`config.mk`:
```
export PLATFORM = sky130hd
export DESIGN_NAME = brk_rst_gen
export DESIGN_NICKNAME = d
export VERILOG_FILES = /design/src/rtl/brk_rst_pkg.sv /design/src/rtl/brk_sync.sv /design/src/rtl/brk_density.sv /design/src/rtl/brk_hold_ctl.sv /design/src/rtl/brk_rst_gen.sv
export SDC_FILE = /design/constraint.sdc
export NUM_CORES = 1
export LEC_CHECK = 0
export BUFFER_PORTS_ARGS = -buffer_cell sky130_fd_sc_hd__clkbuf_2
export CAP_MARGIN = 40
export CORE_AREA = 2 2 64 66
export DETAILED_ROUTE_END_ITERATION = 6
export DIE_AREA = 0 0 66 68
export HOLD_SLACK_MARGIN = 0.15
export PLACE_DENSITY = 0.62
export SLEW_MARGIN = 10
export SYNTH_ARGS = -nofsm -noshare
export SYNTH_HDL_FRONTEND = slang
export SYNTH_SLANG_ARGS = --single-unit
```
`constraint.sdc`:
```
create_clock -name clk -period 2.1 [get_ports clk]
set_clock_uncertainty 0.2 [all_clocks]
set_input_delay 0 -clock clk [delete_from_list [all_inputs] [get_ports clk]]
set_output_delay 0 -clock clk [all_outputs]
set_load 0.02 [all_outputs]
```
`src/rtl/brk_rst_pkg.sv`:
```
package brk_rst_pkg;
   typedef enum logic [1:0] {
      ST_IDLE    = 2'd0,
      ST_HOLD    = 2'd1,
      ST_RECOVER = 2'd2
   } brk_state_e;
endpackage

```
`src/rtl/brk_sync.sv`:
```
module brk_sync #(
   parameter int STAGES  = 2,
   parameter bit RST_VAL = 1'b1
) (
   input  logic clk,
   input  logic rst,
   input  logic d,
   output logic q
);
   if (STAGES < 1) begin : g_bad_stages
      $error("brk_sync: STAGES must be at least 1");
   end

   if (STAGES == 1) begin : g_one
      logic q_r;
      always_ff @(posedge clk) begin
         if (rst) q_r <= RST_VAL;
         else     q_r <= d;
      end
      assign q = q_r;
   end else begin : g_chain
      logic [STAGES-1:0] chain;
      always_ff @(posedge clk) begin
         if (rst) chain <= {STAGES{RST_VAL}};
         else     chain <= {chain[STAGES-2:0], d};
      end
      assign q = chain[STAGES-1];
   end
endmodule

```
`src/rtl/brk_density.sv`:
```
module brk_density #(
   parameter int CNT_W   = 8,
   parameter int UP_STEP = 3,
   parameter int DN_STEP = 1
) (
   input  logic             clk,
   input  logic             rst,
   input  logic             en,
   input  logic             bit_i,
   output logic [CNT_W-1:0] level_o
);
   localparam int               MAXV  = (2 ** CNT_W) - 1;
   localparam logic [CNT_W:0]   UP_E  = (CNT_W+1)'(UP_STEP);
   localparam logic [CNT_W:0]   MAX_E = (CNT_W+1)'(MAXV);
   localparam logic [CNT_W-1:0] DN_V  = CNT_W'(DN_STEP);
   localparam logic [CNT_W-1:0] MAX_V = CNT_W'(MAXV);

   logic [CNT_W-1:0] level_q;
   logic [CNT_W-1:0] level_d;
   logic [CNT_W:0]   sum_up;

   always_comb begin
      sum_up = {1'b0, level_q} + UP_E;
      if (!en) begin
         level_d = MAX_V;
      end else if (bit_i) begin
         level_d = (sum_up > MAX_E) ? MAX_V : sum_up[CNT_W-1:0];
      end else begin
         level_d = (level_q < DN_V) ? '0 : (level_q - DN_V);
      end
   end

   always_ff @(posedge clk) begin
      if (rst) level_q <= MAX_V;
      else     level_q <= level_d;
   end

   assign level_o = level_q;
endmodule

```
`src/rtl/brk_hold_ctl.sv`:
```
module brk_hold_ctl
   import brk_rst_pkg::*;
#(
   parameter int CNT_W    = 8,
   parameter int LOW_THR  = 32,
   parameter int REL_THR  = 192,
   parameter int HOLD_CYC = 1000
) (
   input  logic             clk,
   input  logic             rst,
   input  logic             en,
   input  logic [CNT_W-1:0] level_i,
   output logic             line_rst_o
);
   localparam int               HOLD_W = $clog2(HOLD_CYC);
   localparam logic [HOLD_W-1:0] HOLD_LOAD = HOLD_W'(HOLD_CYC - 1);
   localparam logic [CNT_W-1:0] LOW_V = CNT_W'(LOW_THR);
   localparam logic [CNT_W-1:0] REL_V = CNT_W'(REL_THR);

   brk_state_e        state_q, state_d;
   logic [HOLD_W-1:0] hold_q, hold_d;

   always_comb begin
      state_d = state_q;
      hold_d  = hold_q;
      if (!en) begin
         state_d = ST_IDLE;
         hold_d  = '0;
      end else begin
         unique case (state_q)
            ST_IDLE: begin
               if (level_i < LOW_V) begin
                  state_d = ST_HOLD;
                  hold_d  = HOLD_LOAD;
               end
            end
            ST_HOLD: begin
               if (hold_q == '0) state_d = ST_RECOVER;
               else              hold_d  = hold_q - 1'b1;
            end
            ST_RECOVER: begin
               if (level_i >= REL_V) state_d = ST_IDLE;
            end
            default: state_d = ST_IDLE;
         endcase
      end
   end

   always_ff @(posedge clk) begin
      if (rst) begin
         state_q <= ST_IDLE;
         hold_q  <= '0;
      end else begin
         state_q <= state_d;
         hold_q  <= hold_d;
      end
   end

   assign line_rst_o = (state_q != ST_IDLE);
endmodule

```
`src/rtl/brk_rst_gen.sv`:
```
module brk_rst_gen #(
   parameter int SYNC_STAGES = 2,
   parameter int CNT_W       = 8,
   parameter int UP_STEP     = 3,
   parameter int DN_STEP     = 1,
   parameter int LOW_THR     = 32,
   parameter int REL_THR     = 192,
   parameter int HOLD_CYC    = 1000,
   parameter bit HAS_DTR     = 1'b1
) (
   input  logic clk,
   input  logic rst,
   input  logic rxd,
   input  logic dtr_n,
   input  logic enable,
   output logic core_rst_n,
   output logic led
);
   localparam int CNT_MAX = (2 ** CNT_W) - 1;

   if (UP_STEP < 1 || DN_STEP < 1) begin : g_bad_step
      $error("brk_rst_gen: step sizes must be positive");
   end
   if (UP_STEP > CNT_MAX || DN_STEP > CNT_MAX) begin : g_bad_step_w
      $error("brk_rst_gen: step sizes exceed counter range");
   end
   if (LOW_THR < 1 || LOW_THR >= REL_THR) begin : g_bad_thr
      $error("brk_rst_gen: need 0 < LOW_THR < REL_THR");
   end
   if (REL_THR > CNT_MAX) begin : g_bad_rel
      $error("brk_rst_gen: REL_THR exceeds counter range");
   end
   if (HOLD_CYC < 2) begin : g_bad_hold
      $error("brk_rst_gen: HOLD_CYC must be at least 2");
   end

   logic             rxd_s;
   logic             dtr_ok;
   logic [CNT_W-1:0] level;
   logic             line_rst;

   brk_sync #(.STAGES(SYNC_STAGES), .RST_VAL(1'b1)) u_rxd_sync (
      .clk (clk),
      .rst (rst),
      .d   (rxd),
      .q   (rxd_s)
   );

   if (HAS_DTR) begin : g_dtr
      brk_sync #(.STAGES(SYNC_STAGES), .RST_VAL(1'b1)) u_dtr_sync (
         .clk (clk),
         .rst (rst),
         .d   (dtr_n),
         .q   (dtr_ok)
      );
   end else begin : g_no_dtr
      logic unused_dtr;
      assign unused_dtr = dtr_n;
      assign dtr_ok     = 1'b1;
   end

   brk_density #(.CNT_W(CNT_W), .UP_STEP(UP_STEP), .DN_STEP(DN_STEP)) u_density (
      .clk     (clk),
      .rst     (rst),
      .en      (enable),
      .bit_i   (rxd_s),
      .level_o (level)
   );

   brk_hold_ctl #(
      .CNT_W    (CNT_W),
      .LOW_THR  (LOW_THR),
      .REL_THR  (REL_THR),
      .HOLD_CYC (HOLD_CYC)
   ) u_hold (
      .clk        (clk),
      .rst        (rst),
      .en         (enable),
      .level_i    (level),
      .line_rst_o (line_rst)
   );

   assign core_rst_n = ~line_rst & dtr_ok;
   assign led        = ~core_rst_n;
endmodule

```
# [Yosys cells after proc, flatten, opt, wreduce, memory -nomap -nowiden]
# Index checks and enable logic that the tools add are counted.
[op_classes] n_mux=10 add_sub_neg=3 reduce_logical=7 order_cmp=4 n_eq_ne=6 bitwise=4
[ops] cell="8-bit 2-to-1 mux" count=3
[ops] cell="10-bit 2-to-1 mux" count=2
[ops] cell="10-bit one-hot mux with 2 select lines" count=1
[ops] cell="10-bit logical NOT" count=1
[ops] cell="10-bit by 1-bit subtractor with 10-bit output, second input constant" count=1
[ops] cell="8-bit by 2-bit adder with 9-bit output, second input constant" count=1
[ops] cell="9-bit by 8-bit greater-than comparator with 1-bit output, second input constant" count=1
[ops] cell="8-bit greater-or-equal comparator, second input constant" count=1
[ops] cell="8-bit by 1-bit < comparator with 1-bit output, second input constant" count=1
[ops] cell="8-bit by 6-bit < comparator with 1-bit output, second input constant" count=1
[ops] cell="8-bit by 1-bit subtractor with 8-bit output, second input constant" count=1
[ops] cell="2-bit 2-to-1 mux" count=3
[ops] cell="2-bit by 1-bit inequality test with 1-bit output, second input constant" count=3
[ops] cell="2-bit one-hot mux with 3 select lines" count=1
[ops] cell="3-bit AND reduction" count=2
[ops] cell="2-bit nonzero test" count=2
[ops] cell="1-bit inverter" count=3
[ops] cell="2-bit by 1-bit equality test with 1-bit output, second input constant" count=1
[ops] cell="2-bit equality test, second input constant" count=1
[ops] cell="2-bit logical NOT" count=1
[ops] cell="2-bit inequality test, second input constant" count=1
[ops] cell="2-bit OR reduction" count=1
[ops] cell="1-bit AND" count=1
[word_totals] elab_cells=39 out_inout_bits=2 reg_bits=24

# [Depth between registers and ports, before layout]
# Gate-level depths: netlist of run 1.
[depth] ltp_word=4 depth_mapped=7 depth_no_buf=6

# [Modules after synthesis]
# From an unflattened synthesis of run 1, not the netlist that was laid out.
[unflattened] hier_cells=159 hier_area_um2=1402.6
[by_module_without_submodules] module="brk_hold_ctl" n_inst=1 seq_area_each_um2=240.2 area_per_inst_um2=644.4 cells_per_inst=68
[by_module_without_submodules] module="brk_density" n_inst=1 seq_area_each_um2=160.2 area_per_inst_um2=640.6 cells_per_inst=81
[by_module_without_submodules] module="brk_sync" n_inst=2 seq_area_each_um2=40.0 area_per_inst_um2=52.6 cells_per_inst=4
[by_module_without_submodules] module="brk_rst_gen" n_inst=1 seq_area_each_um2=0.0 area_per_inst_um2=12.5 cells_per_inst=2

# [Worst setup path after synthesis of run 1]
# Ideal clock, no wire load.
[synth_timing] path_type="flip-flop to flip-flop" start="reg u_hold.hold_q[0]" end="reg u_hold.hold_q[5]" stages_incl_launch_ff=8 required_time_ps=1826 setup_ps=74 period_less_slack_ps=1966 slack_ps=134 n_path_buf=1 arrival_time_ps=1692 cell_sequence="dfxtp_1 -> inv_1 -> ha_1 -> nor2b_1 -> and3_1 -> clkbuf_1 -> or4_1 -> a31oi_1"
[synth_between] elab_chain_len=3
[synth_lines] element="from (decl)" line_no="brk_hold_ctl.sv:21" text="logic [HOLD_W-1:0] hold_q, hold_d;"
[synth_lines] element="from (signal assigned)" line_no="brk_hold_ctl.sv:55" text="hold_q <= hold_d;"
[synth_lines] element="10-bit by 1-bit subtractor with 10-bit output / 10-bit logical NOT (equally long branches)" line_no="brk_hold_ctl.sv:39, brk_hold_ctl.sv:38"
[synth_lines] element="10-bit 2-to-1 mux / 2-bit inequality test (equally long branches)"
[synth_lines] element="10-bit one-hot mux with 2 select lines / 3-bit AND reduction (equally long branches)"
# Parallel ways exist; a longest one is shown, timed or not. The select of a mux whose other input is x is not followed.
# A chain may end at the register's enable or synchronous reset.

# [Worst setup path in the final report of run 1]
# Same ends and word-level chain as after synthesis.

==> impl_metrics.env, run 1 <==
export IMPL_maxCapViolations=0
export IMPL_layout_min_cycle_time_ps=1980
export IMPL_fin_crit_sh=0.944
export IMPL_die_area_um2=4490
export IMPL_clk_latency_ps=270
export IMPL_peakVddDrop_uv=493
export IMPL_clkTransAtPathRegs_ps=90
export IMPL_nets=177
export IMPL_crit_path_max_fanout=6
export IMPL_place_congestion=0.837
export IMPL_drt_pass1_iterations=4
export IMPL_cts_sink_count=24
export IMPL_cts_setup_buffers=0
export IMPL_detail_route_wl_per_cell_um=12.8
export IMPL_rr_startpoint="u_hold.hold_q[0]"
export IMPL_grt_antenna_before_repair=0
export IMPL_synth_edff_count=0
export IMPL_fp_dieH_um=68
export IMPL_final_common_cell="dfxtp_1"
export IMPL_cts_tree="done"
export IMPL_setup_viol=0
export IMPL_critical_path_startpoint_type="flip-flop"
export IMPL_hold_path_class="reg -> reg"
export IMPL_num_antenna_cells=0
export IMPL_routed_wl_um=2800
export IMPL_grt_pass1_vias=1031
export IMPL_grt_max_degree=15
export IMPL_grtUsageTotal=0.130
export IMPL_hold_violations=0
export IMPL_drv_slew=0
export IMPL_core_um2=3860
export IMPL_ys_types=49
export IMPL_ys_async_sr_fraction=0
export IMPL_yosys_register_bits=24
export IMPL_status="finished clean"
export IMPL_max_freq_ghz=0.504
export IMPL_fin_setup_tns_ps=0
export IMPL_cts_max_level=1
export IMPL_numPortBuffers=6
export IMPL_fp_dieW_um=66
export IMPL_worst_slack_ps=117
export IMPL_start_util=0.337
export IMPL_post_synth_instance_area_um2=1300
export IMPL_critical_path_slowest_cell="or4_1"
export IMPL_cp_startpoint="u_hold.hold_q[0]"
export IMPL_crit_arrival_ps=1980
export IMPL_io_pins=7
export IMPL_syn_num_nets=160
export IMPL_syn_inst=152
export IMPL_hpwl_um=1940
export IMPL_worstMarginPinSlew_ps=603
export IMPL_max_slew_margin=0.594
export IMPL_total_leakage_power_nw=0.579
export IMPL_cts_made_buffers=3
export IMPL_p_per_area_nw_per_um2=628
export IMPL_drc=0
export IMPL_critPathCaptureType="flip-flop"
export IMPL_avgViaCountPerCell=5.41
export IMPL_r2r_slack_ps=120
export IMPL_worstPathRequired_ps=2100
export IMPL_ant_nets=0
export IMPL_drt_iter0_markers=59
export IMPL_yosysWarnings=0
export IMPL_worst_r2r_path_depth=6
export IMPL_clock_path_buffers=2
export IMPL_synth_flop_cell="dfxtp_1"
export IMPL_slowest_delay_ps=460
export IMPL_drive_above_1_share=0.190
export IMPL_critical_path_cell_chain="inv_1, ha_1, nor2b_1, and3_4, or4_1, a31oi_1"
export IMPL_num_rows=23
export IMPL_hp_start="u_rxd_sync.g_chain.chain[0]"
export IMPL_ys_seq_area_frac=0.370
export IMPL_vias=1179
export IMPL_overflow=0
export IMPL_worstSetupPathType="reg -> reg"
export IMPL_avgSynthCellArea_um2=8.54
export IMPL_fill_cells=391
export IMPL_rsz0062_at_grt="false"
export IMPL_area_growth_pct=19.7
export IMPL_cts_root_buf="clkbuf_8"
export IMPL_crit_end="u_hold.hold_q[5]"
export IMPL_dpl_worst_slack_ps=49.5
export IMPL_grt_pass1_wl_um=4640
export IMPL_layout_common_cells="23 x dfxtp_1, 12 x nand2_1, 11 x nor2_1"
export IMPL_rr_endpoint="u_hold.hold_q[5]"
[area by class of cell]
class	count	area (um2)	share of cell area
Multi-Input combinational cell	111	748	0.481
Sequential cell	24	482	0.310
Timing Repair Buffer	22	165	0.106
Tap cell	50	62.6	0.0402
Clock buffer	3	41.3	0.0265
Clock inverter	1	30.0	0.0193
Inverter	7	26.3	0.0169
[how the worst min path moves through the flow]
stage                                              endpoint  depth (start not counted)
final                           u_rxd_sync.g_chain.chain[1]                          1
after global routing      g_dtr.u_dtr_sync.g_chain.chain[1]                          1
after CTS                       u_rxd_sync.g_chain.chain[1]                          1
after detailed placement  g_dtr.u_dtr_sync.g_chain.chain[0]                          2
after global placement          u_rxd_sync.g_chain.chain[0]                          2
after floorplan           g_dtr.u_dtr_sync.g_chain.chain[0]                          1
[per-layer routing]
metal,track usage,routed length [um],vias to the layer above
met4,0.0230,8,0
met1,0.166,1360,573
met5,0,0,-
met2,0.221,1370,8
li1,-,-,596
met3,0.0395,53,2
[synth_stat cells (4+ instances only)]
library cell / instances / area [um2]
a31oi_1: 6 / 37.5
inv_1: 7 / 26.3
clkbuf_1: 6 / 22.5
or3_1: 4 / 25.0
dfxtp_1: 24 / 480
and3_1: 4 / 25.0
nand2_1: 12 / 45.0
nor2_1: 11 / 41.3
o21ai_0: 6 / 30.0
or2_2: 4 / 25.0
or4_1: 4 / 30.0
a21oi_1: 10 / 50.1
[where the power goes]
| part | internal (W) | switching (W) |
|---|---|---|
| clock network | 0.000255 | 0.000158 |
| logic | 0.0000434 | 0.0000386 |
| registers | 0.000466 | 0.0000161 |
[repair_timing]
action                                  4_1_cts  5_1_grt
endpoints found under the hold margin        18        0
gates resized for setup                       0        3
endpoints found under the setup margin        0        2
hold buffers                                  6        0
[sequential cells by signal (all words and copies together), names as in the netlist]
signal / flops
u_hold.hold_q: 10
u_hold.state_q: 2
g_dtr.u_dtr_sync.g_chain.chain: 2
u_rxd_sync.g_chain.chain: 2
u_density.level_o: 8
[stage by stage]
| stage | util | area [um2] | power (W) | hold slack [ps] | std cells |
|---|---|---|---|---|---|
| 2_1_floorplan | - | 1300 | 0.000544 | -96.2 | 152 |
| 3_3_place_gp | 0.368 | 1420 | 0.000563 | -13.1 | 208 |
| 3_5_place_dp | 0.368 | 1420 | 0.000565 | -8.24 | 208 |
| 4_1_cts | 0.402 | 1550 | 0.000986 | 220 | 218 |
| 5_1_grt | 0.403 | 1560 | 0.00101 | 232 | 218 |
| 6_report | 0.403 | 1560 | 0.000977 | 219 | 218 |
[logic make-up after synthesis]
group                    Yosys count  synth area share
buffers and inverters             17            0.0578
AO/OA/AOI/OAI                     39             0.221
AND/OR/NAND/NOR                   64             0.288
adder cells (fa/ha/maj)            3            0.0289
XOR/XNOR                           4            0.0270
flip-flops                        24             0.370
multiplexers                       1           0.00771
[worst max-delay path: cells and delay by family, from the launching register on]
family	cells	cell delay, ps
AND/OR/NAND/NOR	3	880
buffers and inverters	1	50
AO/OA/AOI/OAI	1	190
adder cells (fa/ha/maj)	1	220
flip-flops	1	370
Power figures use the tool's default switching activity.
==> run 2, diff against run 1 <==
--- a/config.mk
+++ b/config.mk
@@ -7,11 +7,11 @@
 export LEC_CHECK = 0
 export BUFFER_PORTS_ARGS = -buffer_cell sky130_fd_sc_hd__clkbuf_2
 export CAP_MARGIN = 40
-export CORE_AREA = 2 2 64 66
+export CORE_AREA = 2 2 53 55
 export DETAILED_ROUTE_END_ITERATION = 6
-export DIE_AREA = 0 0 66 68
+export DIE_AREA = 0 0 55 57
 export HOLD_SLACK_MARGIN = 0.15
-export PLACE_DENSITY = 0.62
+export PLACE_DENSITY = 0.81
 export SLEW_MARGIN = 10
 export SYNTH_ARGS = -nofsm -noshare
 export SYNTH_HDL_FRONTEND = slang
==> run 2 against run 1 <==
Effect of this change:
- sequential power is essentially flat
- critical path type unchanged
- combinational power grew 2%
- cell count shrank 9.2%
- largest power group unchanged
- via count grew 0.93%
- clock power shrank 16%
- core utilization grew 17 points
- global-route usage grew 8.9 points
- power shrank 6.7%
==> impl_metrics.env, run 2 (synthesis gave the netlist of run 1 again) <==
export IMPL_core_um2=2620
export IMPL_drv_slew=0
export IMPL_drt_iter0_markers=48
export IMPL_setup_viol=0
export IMPL_crit_path_max_fanout=6
export IMPL_rr_endpoint="u_hold.hold_q[5]"
export IMPL_hold_depth=1
export IMPL_status="finished clean"
export IMPL_worstMarginPinSlew_ps=644
export IMPL_clkTransAtPathRegs_ps=140
export IMPL_avgViaCountPerCell=6.01
export IMPL_clock_path_buffers=2
export IMPL_die_area_um2=3140
export IMPL_grt_antenna_before_repair=0
export IMPL_p_per_area_nw_per_um2=606
export IMPL_worst_r2r_path_depth=6
export IMPL_largest_reg_flops=10
export IMPL_cts_made_buffers=3
export IMPL_power_w=0.000911
export IMPL_rr_startpoint="u_hold.hold_q[0]"
export IMPL_total_leakage_power_nw=0.567
export IMPL_vias=1190
export IMPL_layout_min_cycle_time_ps=2000
export IMPL_ant_nets=0
export IMPL_num_rows=19
export IMPL_critPathCaptureType="flip-flop"
export IMPL_max_slew_margin=0.566
export IMPL_final_common_cell="dfxtp_1"
export IMPL_drive_above_1_share=0.192
export IMPL_drc=0
export IMPL_fp_dieW_um=55
export IMPL_hold_end="u_rxd_sync.g_chain.chain[1]"
export IMPL_grt_pass1_vias=1117
export IMPL_io_pins=7
export IMPL_crit_arrival_ps=2070
export IMPL_grt_max_degree=15
export IMPL_fin_setup_tns_ps=0
export IMPL_routed_wl_um=2850
export IMPL_rsz0062_at_grt="false"
export IMPL_fin_crit_sh=0.952
export IMPL_cts_root_buf="clkbuf_4"
export IMPL_clk_latency_ps=320
export IMPL_worstPathRequired_ps=2170
export IMPL_num_antenna_cells=0
export IMPL_r2r_slack_ps=100
export IMPL_grtUsageTotal=0.219
export IMPL_grt_pass1_wl_um=5160
export IMPL_hpwl_um=1950
export IMPL_detail_route_wl_per_cell_um=14.4
export IMPL_final_util=0.575
export IMPL_overflow=0
export IMPL_layout_common_cells="22 x dfxtp_1, 12 x nand2_1, 11 x nor2_1"
export IMPL_area_growth_pct=15.7
export IMPL_peakVddDrop_uv=480
export IMPL_hold_violations=0
export IMPL_start_util=0.497
export IMPL_cts_max_level=1
export IMPL_regMostFlops="u_hold.hold_q"
export IMPL_max_freq_ghz=0.500
export IMPL_worstSetupPathType="reg -> reg"
export IMPL_fp_dieH_um=57
export IMPL_cts_tree="done"
export IMPL_place_congestion=0.879
export IMPL_critical_path_startpoint_type="flip-flop"
export IMPL_drt_pass1_iterations=4
export IMPL_hp_start="u_rxd_sync.g_chain.chain[0]"
export IMPL_numPortBuffers=6
export IMPL_nets=176
export IMPL_hold_path_class="reg -> reg"
export IMPL_maxCapViolations=0
export IMPL_cts_sink_count=24
==> run 2: cell count changes in the layout (fill, tap and decap cells not counted) <==
cell / change
clkbuf_8: -3
and3_2: +1
dfxtp_2: +1
and3_4: -1
clkbuf_4: +3
dfxtp_1: -1
buf_4: -1
==> run 2: final cells by class <==
| cell class | instances | area [um2] |
|---|---|---|
| clock buffers | 3 | 22.5 |
| inverters | 7 | 26.3 |
| fillers | 238 | 1110 |
| repair buffers | 21 | 158 |
| multi-input cells | 111 | 744 |
| flip-flops and latches | 24 | 483 |
| well taps | 31 | 38.8 |
| clock inverters | 1 | 30.0 |
==> run 2: per-layer routing <==
metal | global-route usage | routed length (um) | up-vias
li1 | - | - | 592
met1 | 0.297 | 1300 | 554
met2 | 0.350 | 1390 | 38
met3 | 0.0393 | 125 | 6
met4 | 0.0662 | 31 | 0
met5 | 0 | 0 | -
==> run 2: what timing repair did <==
item	4_1_cts	5_1_grt
gates resized for setup	0	3
hold buffers	6	0
buffers inserted	0	1
hold endpoints to repair	24	0
setup endpoints to repair	0	3
==> run 2: metrics by stage <==
step / hold slack (ps) / worst slack [ps] / cell area (um2) / instances
after floorplan: -96.2 / 134 / 1300 / 152
after global placement: -15.2 / 145 / 1380 / 187
after global routing: 274 / 4.63 / 1500 / 198
final: 242 / 100 / 1500 / 198
after detailed placement: -9.33 / 74.8 / 1380 / 187
after CTS: 244 / 34.2 / 1490 / 197
==> run 2: power by group <==
group | internal, W | switching (W)
logic | 0.0000434 | 0.0000405
registers | 0.000467 | 0.0000160
clock network | 0.000193 | 0.000152
==> run 2: worst max path at each step <==
stage / start / endpoint / depth (start not counted)
2_1_floorplan: u_hold.hold_q[0] / u_hold.hold_q[5] / 7
3_3_place_gp: u_hold.hold_q[0] / u_hold.hold_q[5] / 6
3_5_place_dp: u_hold.hold_q[0] / u_hold.hold_q[5] / 6
5_1_grt: u_hold.hold_q[0] / u_hold.hold_q[5] / 6
6_report: u_hold.hold_q[0] / u_hold.hold_q[5] / 6
4_1_cts: u_hold.hold_q[0] / u_hold.hold_q[5] / 6
==> run 2: worst max-delay path, cell delays in order, from the launching register on <==
cell and delay (ps):
dfxtp_2 370, inv_1 50, ha_1 220, nor2b_1 190
and3_2 270, or4_1 480, a31oi_1 160
